[config.mk]
export PLATFORM = sky130hd
export DESIGN_NAME = ide_mmio_bridge
export DESIGN_NICKNAME = d
export VERILOG_FILES = /design/src/rtl/ide_br_pkg.sv /design/src/rtl/ide_br_decode.sv /design/src/rtl/ide_br_timer.sv /design/src/rtl/ide_br_seq.sv /design/src/rtl/ide_mmio_bridge.sv
export SDC_FILE = /design/constraint.sdc
export NUM_CORES = 1
export LEC_CHECK = 0
export ABC_AREA = 1
export BUFFER_PORTS_ARGS = -buffer_cell sky130_fd_sc_hd__buf_4
export CELL_PAD_IN_SITES_DETAIL_PLACEMENT = 1
export CELL_PAD_IN_SITES_GLOBAL_PLACEMENT = 1
export CORE_MARGIN = 2
export CORE_UTILIZATION = 38
export CTS_CLUSTER_DIAMETER = 40
export DETAILED_ROUTE_END_ITERATION = 10
export PLACE_DENSITY = 0.84
export SYNTH_ARGS = -nofsm -noshare
export SYNTH_HDL_FRONTEND = slang
export SYNTH_SLANG_ARGS = --single-unit
[constraint.sdc]
create_clock -name clk -period 3.45 [get_ports clk]
set_clock_uncertainty 0.05 [all_clocks]
set_input_delay 0.69 -clock clk [delete_from_list [all_inputs] [get_ports clk]]
set_output_delay 0.69 -clock clk [all_outputs]
set_load 0.02 [all_outputs]
[src/rtl/ide_br_pkg.sv]
`timescale 1ns/1ps
package ide_br_pkg;

  typedef enum logic [1:0] {
    ST_IDLE   = 2'd0,
    ST_SETUP  = 2'd1,
    ST_STROBE = 2'd2,
    ST_HOLD   = 2'd3
  } br_state_e;

  typedef struct packed {
    logic       ctl;   // control window
    logic       wide;  // 16-bit data register
    logic [2:0] da;    // device register address
  } br_dec_t;

  localparam logic [2:0] CTL_DA = 3'b110;

endpackage

[src/rtl/ide_br_decode.sv]
`timescale 1ns/1ps
module ide_br_decode
  import ide_br_pkg::*;
#(
  parameter int ADDR_W = 8,
  parameter int STRIDE = 0
) (
  input  logic              win,
  input  logic [ADDR_W-1:0] addr,
  output br_dec_t           dec
);
  localparam int IDX_W = ADDR_W - STRIDE;

  logic [IDX_W-1:0] idx;
  logic             unused_bits;

  generate
    if (STRIDE == 0) begin : g_nostride
      assign idx         = addr;
      assign unused_bits = ^idx[IDX_W-1:3];
    end else begin : g_stride
      assign idx         = addr[ADDR_W-1:STRIDE];
      assign unused_bits = ^{idx[IDX_W-1:3], addr[STRIDE-1:0]};
    end
  endgenerate

  always_comb begin
    dec.ctl  = win;
    dec.da   = win ? CTL_DA : idx[2:0];
    dec.wide = !win && (idx[2:0] == 3'b000);
  end

endmodule

[src/rtl/ide_br_timer.sv]
`timescale 1ns/1ps
module ide_br_timer #(
  parameter int CNT_W = 4
) (
  input  logic             clk,
  input  logic             rst_n,
  input  logic             load,
  input  logic [CNT_W-1:0] len,
  input  logic             run,
  output logic             done
);
  logic [CNT_W-1:0] limit_q;
  logic [CNT_W-1:0] cnt_q;

  always_ff @(posedge clk or negedge rst_n) begin
    if (!rst_n) begin
      limit_q <= '0;
      cnt_q   <= '0;
    end else if (load) begin
      limit_q <= (len == '0) ? '0 : len - 1'b1;
      cnt_q   <= '0;
    end else if (run && !done) begin
      cnt_q <= cnt_q + 1'b1;
    end
  end

  assign done = (cnt_q == limit_q);

endmodule

[src/rtl/ide_br_seq.sv]
`timescale 1ns/1ps
module ide_br_seq
  import ide_br_pkg::*;
#(
  parameter int DW = 16
) (
  input  logic          clk,
  input  logic          rst_n,
  input  logic          req_valid,
  input  logic          req_we,
  input  logic [DW-1:0] req_wdata,
  input  br_dec_t       dec_in,
  input  logic          tmr_done,
  input  logic [DW-1:0] dd_in,
  output logic          tmr_load,
  output logic          tmr_run,
  output logic          req_ready,
  output logic [DW-1:0] req_rdata,
  output logic          cs0_n,
  output logic          cs1_n,
  output logic [2:0]    da,
  output logic          dior_n,
  output logic          diow_n,
  output logic [DW-1:0] dd_out,
  output logic [1:0]    dd_oe
);
  localparam int LANE_W = DW / 2;

  br_state_e     st_q;
  br_dec_t       cur_q;
  logic          we_q;
  logic [DW-1:0] wdata_q;
  logic [DW-1:0] rdata_q;
  logic [DW-1:0] rd_next;
  logic          active;

  always_ff @(posedge clk or negedge rst_n) begin
    if (!rst_n) begin
      st_q    <= ST_IDLE;
      cur_q   <= '0;
      we_q    <= 1'b0;
      wdata_q <= '0;
      rdata_q <= '0;
    end else begin
      unique case (st_q)
        ST_IDLE: if (req_valid) begin
          cur_q   <= dec_in;
          we_q    <= req_we;
          wdata_q <= req_wdata;
          st_q    <= ST_SETUP;
        end
        ST_SETUP:  st_q <= ST_STROBE;
        ST_STROBE: if (tmr_done) begin
          if (!we_q) rdata_q <= rd_next;
          st_q <= ST_HOLD;
        end
        ST_HOLD:   st_q <= ST_IDLE;
        default:   st_q <= ST_IDLE;
      endcase
    end
  end

  assign active   = (st_q != ST_IDLE);
  assign tmr_load = (st_q == ST_IDLE) && req_valid;
  assign tmr_run  = (st_q == ST_STROBE);

  // byte lanes: lane 0 always used, lane 1 only for the data register
  generate
    for (genvar ln = 0; ln < 2; ln++) begin : g_lane
      logic lane_on;
      if (ln == 0) begin : g_lo
        assign lane_on = 1'b1;
      end else begin : g_hi
        assign lane_on = cur_q.wide;
      end
      assign rd_next[ln*LANE_W +: LANE_W] =
        lane_on ? dd_in[ln*LANE_W +: LANE_W] : '0;
      assign dd_out[ln*LANE_W +: LANE_W] =
        lane_on ? wdata_q[ln*LANE_W +: LANE_W] : '0;
      assign dd_oe[ln] = active && we_q && lane_on;
    end
  endgenerate

  assign cs0_n     = !(active && !cur_q.ctl);
  assign cs1_n     = !(active && cur_q.ctl);
  assign da        = active ? cur_q.da : 3'b000;
  assign dior_n    = !((st_q == ST_STROBE) && !we_q);
  assign diow_n    = !((st_q == ST_STROBE) && we_q);
  assign req_ready = (st_q == ST_HOLD);
  assign req_rdata = rdata_q;

endmodule

[src/rtl/ide_mmio_bridge.sv]
`timescale 1ns/1ps
module ide_mmio_bridge
  import ide_br_pkg::*;
#(
  parameter int ADDR_W = 8,
  parameter int STRIDE = 0,
  parameter int CNT_W  = 4
) (
  input  logic              clk,
  input  logic              rst_n,
  input  logic [CNT_W-1:0]  strobe_len,
  input  logic              req_valid,
  output logic              req_ready,
  input  logic              req_win,
  input  logic [ADDR_W-1:0] req_addr,
  input  logic              req_we,
  input  logic [15:0]       req_wdata,
  output logic [15:0]       req_rdata,
  output logic              irq,
  output logic              ide_rst_n,
  output logic              ide_cs0_n,
  output logic              ide_cs1_n,
  output logic [2:0]        ide_da,
  output logic              ide_dior_n,
  output logic              ide_diow_n,
  output logic [15:0]       ide_dd_out,
  output logic [1:0]        ide_dd_oe,
  input  logic [15:0]       ide_dd_in,
  input  logic              ide_intrq
);
  br_dec_t dec;
  logic    tmr_load;
  logic    tmr_run;
  logic    tmr_done;

  ide_br_decode #(.ADDR_W(ADDR_W), .STRIDE(STRIDE)) u_dec (
    .win  (req_win),
    .addr (req_addr),
    .dec  (dec)
  );

  ide_br_timer #(.CNT_W(CNT_W)) u_tmr (
    .clk   (clk),
    .rst_n (rst_n),
    .load  (tmr_load),
    .len   (strobe_len),
    .run   (tmr_run),
    .done  (tmr_done)
  );

  ide_br_seq #(.DW(16)) u_seq (
    .clk       (clk),
    .rst_n     (rst_n),
    .req_valid (req_valid),
    .req_we    (req_we),
    .req_wdata (req_wdata),
    .dec_in    (dec),
    .tmr_done  (tmr_done),
    .dd_in     (ide_dd_in),
    .tmr_load  (tmr_load),
    .tmr_run   (tmr_run),
    .req_ready (req_ready),
    .req_rdata (req_rdata),
    .cs0_n     (ide_cs0_n),
    .cs1_n     (ide_cs1_n),
    .da        (ide_da),
    .dior_n    (ide_dior_n),
    .diow_n    (ide_diow_n),
    .dd_out    (ide_dd_out),
    .dd_oe     (ide_dd_oe)
  );

  always_ff @(posedge clk or negedge rst_n) begin
    if (!rst_n) begin
      irq       <= 1'b0;
      ide_rst_n <= 1'b0;
    end else begin
      irq       <= ide_intrq;
      ide_rst_n <= 1'b1;
    end
  end

endmodule

# Yosys cells after proc, flatten, opt, wreduce, memory -nomap -nowiden
# Index checks and enable logic that the tools add are counted.
# word_totals
register_bits,50
in_bits,50
out_inout_bits,44
# classes
n_addsub,2
eq_ne,6
mux,10
bitwise,1
n_reduce_logical,25
# ops
cell,count
$mux 8,2
$mux 4,3
$logic_and 1x1->1,9
$logic_not 1->1,8
$pmux 2 s4,1
$mux 3,2
$add 4x1->4 const B,1
$eq 2x2->1 const B,2
$eq 4x4->1,1
$logic_not 4->1,1
$mux 2,2
$ne 2x2->1 const B,2
$reduce_and 2->1,2
$reduce_bool 2->1,2
$sub 4x1->4 const B,1
$logic_not 3->1,1
$reduce_and 3->1,1
$eq 2x1->1 const B,1
$logic_not 2->1,1
$not 1->1,1

# Longest topological paths before layout
# depth
ltp_word,5
depth_mapped,9
ltp_nobuf,9

# Hierarchy
# Synthesis repeated with hierarchy kept, for this count alone.
# unflattened
cells_unflattened,318
area_unflattened_um2,2481.1
# modules_own_cells
mod,instances,cells_each,area_per_inst_um2
ide_br_seq,1,239,1898.1
ide_br_timer,1,66,483.0
ide_mmio_bridge,1,3,53.8
ide_br_decode,1,10,46.3

# Worst setup path after synthesis
# Ideal clock, no wire load.
# synth_timing
path_type,register -> output
start,register u_seq.cur_q (netlist bit u_seq.g_lane[1].lane_on)
end,output ide_dd_oe[1]
arrival_time_ns,1.294
slack_ns,1.416
stages_incl_launch_ff,5
cell_sequence,dfrtp_1 clkbuf_1 buf_2 inv_1 nor3_1
# synth_between
elab_chain_len,1
# synth_lines
element,line_no,source
start: declaration,ide_br_seq.sv:30,br_dec_t cur_q;
start signal: assignment,ide_br_seq.sv:47,cur_q <= dec_in;
$logic_and 1x1->1,ide_br_seq.sv:80,assign dd_oe[ln] = active && we_q && lane_on;
end: declaration,ide_mmio_bridge.sv:27,"output logic [1:0] ide_dd_oe,"
# Every way passes these cells.

# Worst setup path in the final report
# layout_timing
start,register u_seq.st_q[0]
end,output ide_dior_n
# layout_between
elab_chain_len,3
# layout_lines
element,line_no,source
start: declaration,ide_br_seq.sv:29,br_state_e st_q;
start signal: assignment,ide_br_seq.sv:39,st_q <= ST_IDLE;
start signal: assignment,ide_br_seq.sv:50,st_q <= ST_SETUP;
start signal: assignment,ide_br_seq.sv:52,ST_SETUP: st_q <= ST_STROBE;
$eq 2x2->1,ide_br_seq.sv:87,assign dior_n = !((st_q == ST_STROBE) && !we_q);
$logic_and 1x1->1,ide_br_seq.sv:87,
$logic_not 1->1,ide_br_seq.sv:87,
end: declaration,ide_mmio_bridge.sv:24,"output logic ide_dior_n,"
# Every way passes these cells.

==> impl_metrics.py <==
metrics = {
    "critical_path": {
        "cp.arrival_ps": 1670,
        "reg2reg_slack_ps": 1050,
        "critical_path.max_fanout": 8,
        "r2r_start": "u_seq.st_q[0]",
        "r2r_cells": 6,
        "crit_type": "reg2out",
        "start_kind": "flop",
        "endpoint_kind": "output pin",
        "required_ps": 2710,
        "timing.rr.end": "u_tmr.limit_q[2]",
    },
    "sta": {
        "drv_slew": 0,
        "whs_ps": 356,
        "clock.fmax_mhz": 415,
        "min_period_over_period_pct": 69.9,
        "tns_ps": 0,
        "tightest_slew_ps": 634,
        "slew_headroom_pct": 57.7,
        "setup_viol": 0,
        "post-route-min-period_ps": 2410,
        "finalHoldViolCount": 0,
        "rsz0062_at_grt": "no",
    },
    "synthesis": {
        "ys_top_cells_by_count": "nand2_1 (92), dfrtp_1 (50), inv_1 (36)",
        "ys.flop_type": "dfrtp_1",
        "synth_top_area_share_pct": 50.1,
        "yosysTopAreaCell": "dfrtp_1",
        "ys_async_sr_fraction_pct": 100,
        "synth-edff-count": 0,
        "synth_seq_cells": 50,
        "syn_area_per_cell_um2": 8.73,
        "yosysUniqueCellTypes": 30,
        "netlist_instances": 286,
        "yosysMostFrequentCell": "nand2_1",
        "synth_nets": 341,
        "syn_area_um2": 2500,
        "ys_seq_area_share_pct": 50.1,
        "yosys_warnings": 0,
        "ys_top_cells_by_area": "dfrtp_1 (50%), nand2_1 (14%), o21ai_2 (5.6%)",
    },
    "cts": {
        "cts.sinks": 50,
        "cts.htree.levels": 2,
        "ctsResizeCount": 0,
        "cts_made_buffers": 5,
        "hold_buffers": 0,
        "cts_tree": "yes",
        "clk_latency_ps": 300,
        "cts.clk_slew.worst_paths_ps": 90,
        "ctsRootBufferMaster": "clkbuf_8",
        "cts_setup_buffers": 0,
        "cts_buffer_depth": 2,
    },
    "power": {
        "cellPowerDensity_nw_per_um2": 903,
        "vdd_ir_drop_max_mv": 0.401,
        "power_leakage_uw": 0.00178,
    },
    "route": {
        "route.detailed.drc": 0,
        "wl_per_cell_um": 13.3,
        "ant_nets": 0,
        "wl_um": 5860,
        "drt_first_pass_iters": 4,
        "drtIter0Drc": 96,
        "avgViaCountPerCell": 4.61,
        "vias": 2027,
    },
    "place": {
        "dp_hpwl_um": 4350,
        "placedCellCount": 432,
        "gp_congestion": 0.716,
        "numPortBuffers": 88,
    },
    "global_routing": {
        "grt_use_total_pct": 16.9,
        "grt_pass1_vias": 2127,
        "grt_first_pass_wirelength_um": 9840,
        "overflow": 0,
        "grt_max_degree": 51,
        "antenna_found_initial": 0,
    },
    "floorplan": {
        "rows": 29,
        "dieArea_um2": 7240,
        "start_util_pct": 39.3,
        "core_um2": 6350,
        "dieWidth_um": 85.1,
        "io_pins": 94,
        "die_y_um": 85.1,
    },
    "final_layout": {
        "fin_nets": 417,
        "drive_gt1_share_pct": 39.7,
        "diodes": 0,
        "syn_to_final_growth_pct": 29.6,
        "fin_cells": 440,
        "final_core_util_pct": 51.0,
    },
    "hold_path": {
        "hp-class": "in2async",
    },
    "run": {
        "maxCapViolCount": 0,
    },
    "outcome": {
        "status": "finished, final reports clean",
    },
}
-- power by group --
part,switching (µW),total [µW],leakage [µW],internal [µW]
clock network,201,440,0.0000618,239
registers,192,1040,0.000605,852
logic,850,1440,0.00112,590
total,1240,2920,0.00178,1680
-- metal layers --
layer	part of all wire [%]	vias up	GRT usage (%)
li1	-	1014	-
met2	54	41	31.3
met3	3.9	5	3.60
met4	1.2	0	4.76
met5	0	-	0
met1	40	967	19.6
-- state kept, by name, indices dropped and copies added (netlist names) --
name	flops
u_seq.wdata_q	16
ide_rst_n	1
u_seq.g_lane.lane_on	1
u_tmr.cnt_q	4
irq	1
u_seq.st_q	2
u_seq.cur_q	4
u_seq.we_q	1
u_seq.req_rdata	16
u_tmr.limit_q	4
-- kinds of logic (layout without fill, tap and decap cells) --
kind of cell	after synthesis	in the layout	synth area share (%)
AOI/OAI and AO/OA	29	29	8.97
and+or+nand+nor	139	139	25.9
xor gates and xnor gates	2	2	0.702
adders and majority gates	5	5	2.51
other	1	1	0.150
buffers and inverters	60	137	11.7
DFF	50	50	50.1
-- cell usage in the layout, fill, tap and decap left out --
| master | instances |
|---|---|
| a21oi_1 | 2 |
| a22oi_1 | 2 |
| buf_4 | 88 |
| bufinv_16 | 1 |
| clkbuf_8 | 6 |
| conb_1 | 1 |
| dfrtp_1 | 50 |
| ha_1 | 5 |
| inv_1 | 36 |
| inv_2 | 5 |
| inv_6 | 1 |
| nand2_1 | 92 |
| nand2_2 | 18 |
| nand2_4 | 1 |
| nand3_1 | 8 |
| nand3_4 | 1 |
| nand4_1 | 5 |
| nor2_1 | 5 |
| nor2_2 | 1 |
| nor2_4 | 3 |
| nor3_1 | 2 |
| o21a_1 | 1 |
| o21ai_0 | 4 |
| o21ai_2 | 16 |
| o22ai_1 | 3 |
| o22ai_2 | 1 |
| or2_1 | 1 |
| or2_2 | 2 |
| xnor2_1 | 1 |
| xor2_1 | 1 |
-- critical path: stages (launching register included) --
cell and delay, ps:
dfrtp_1 410, inv_1 120, ha_1 360, inv_1 100, nor2_2 170, inv_1 60, buf_4 150
-- stage by stage --
stage	total power, µW	worst slack, ps	instance area (µm²)
after floorplan	2040	1420	2500
after global placement	2460	1130	3120
after detailed placement	2520	995	3120
after CTS	2980	974	3240
after global routing	3150	783	3240
final	2920	1040	3240
-- final cells by class --
| type | instances | area [µm²] |
|---|---|---|
| clock buffers | 6 | 82.6 |
| clock inverters | 2 | 38.8 |
| fillers | 763 | 3110 |
| inverters | 41 | 154 |
| multi-input cells | 176 | 953 |
| flip-flops and latches | 50 | 1250 |
| well taps | 77 | 96.3 |
| repair buffers | 88 | 661 |
-- worst max-delay path by stage --
stage / start / to / slack (ps) / depth (start not counted)
global placement: u_seq.st_q[0] / u_tmr.limit_q[0] / 1130 / 6
global route: u_seq.st_q[0] / u_tmr.limit_q[2] / 780 / 6
finish: u_seq.st_q[0] / ide_dior_n / 1040 / 6
detailed placement: u_seq.st_q[0] / u_tmr.limit_q[2] / 990 / 6
floorplan: u_seq.g_lane[1].lane_on / ide_dd_oe[1] / 1420 / 4
CTS: u_seq.st_q[0] / u_tmr.limit_q[2] / 970 / 6
Note: power is estimated with default switching activity, not from simulation.
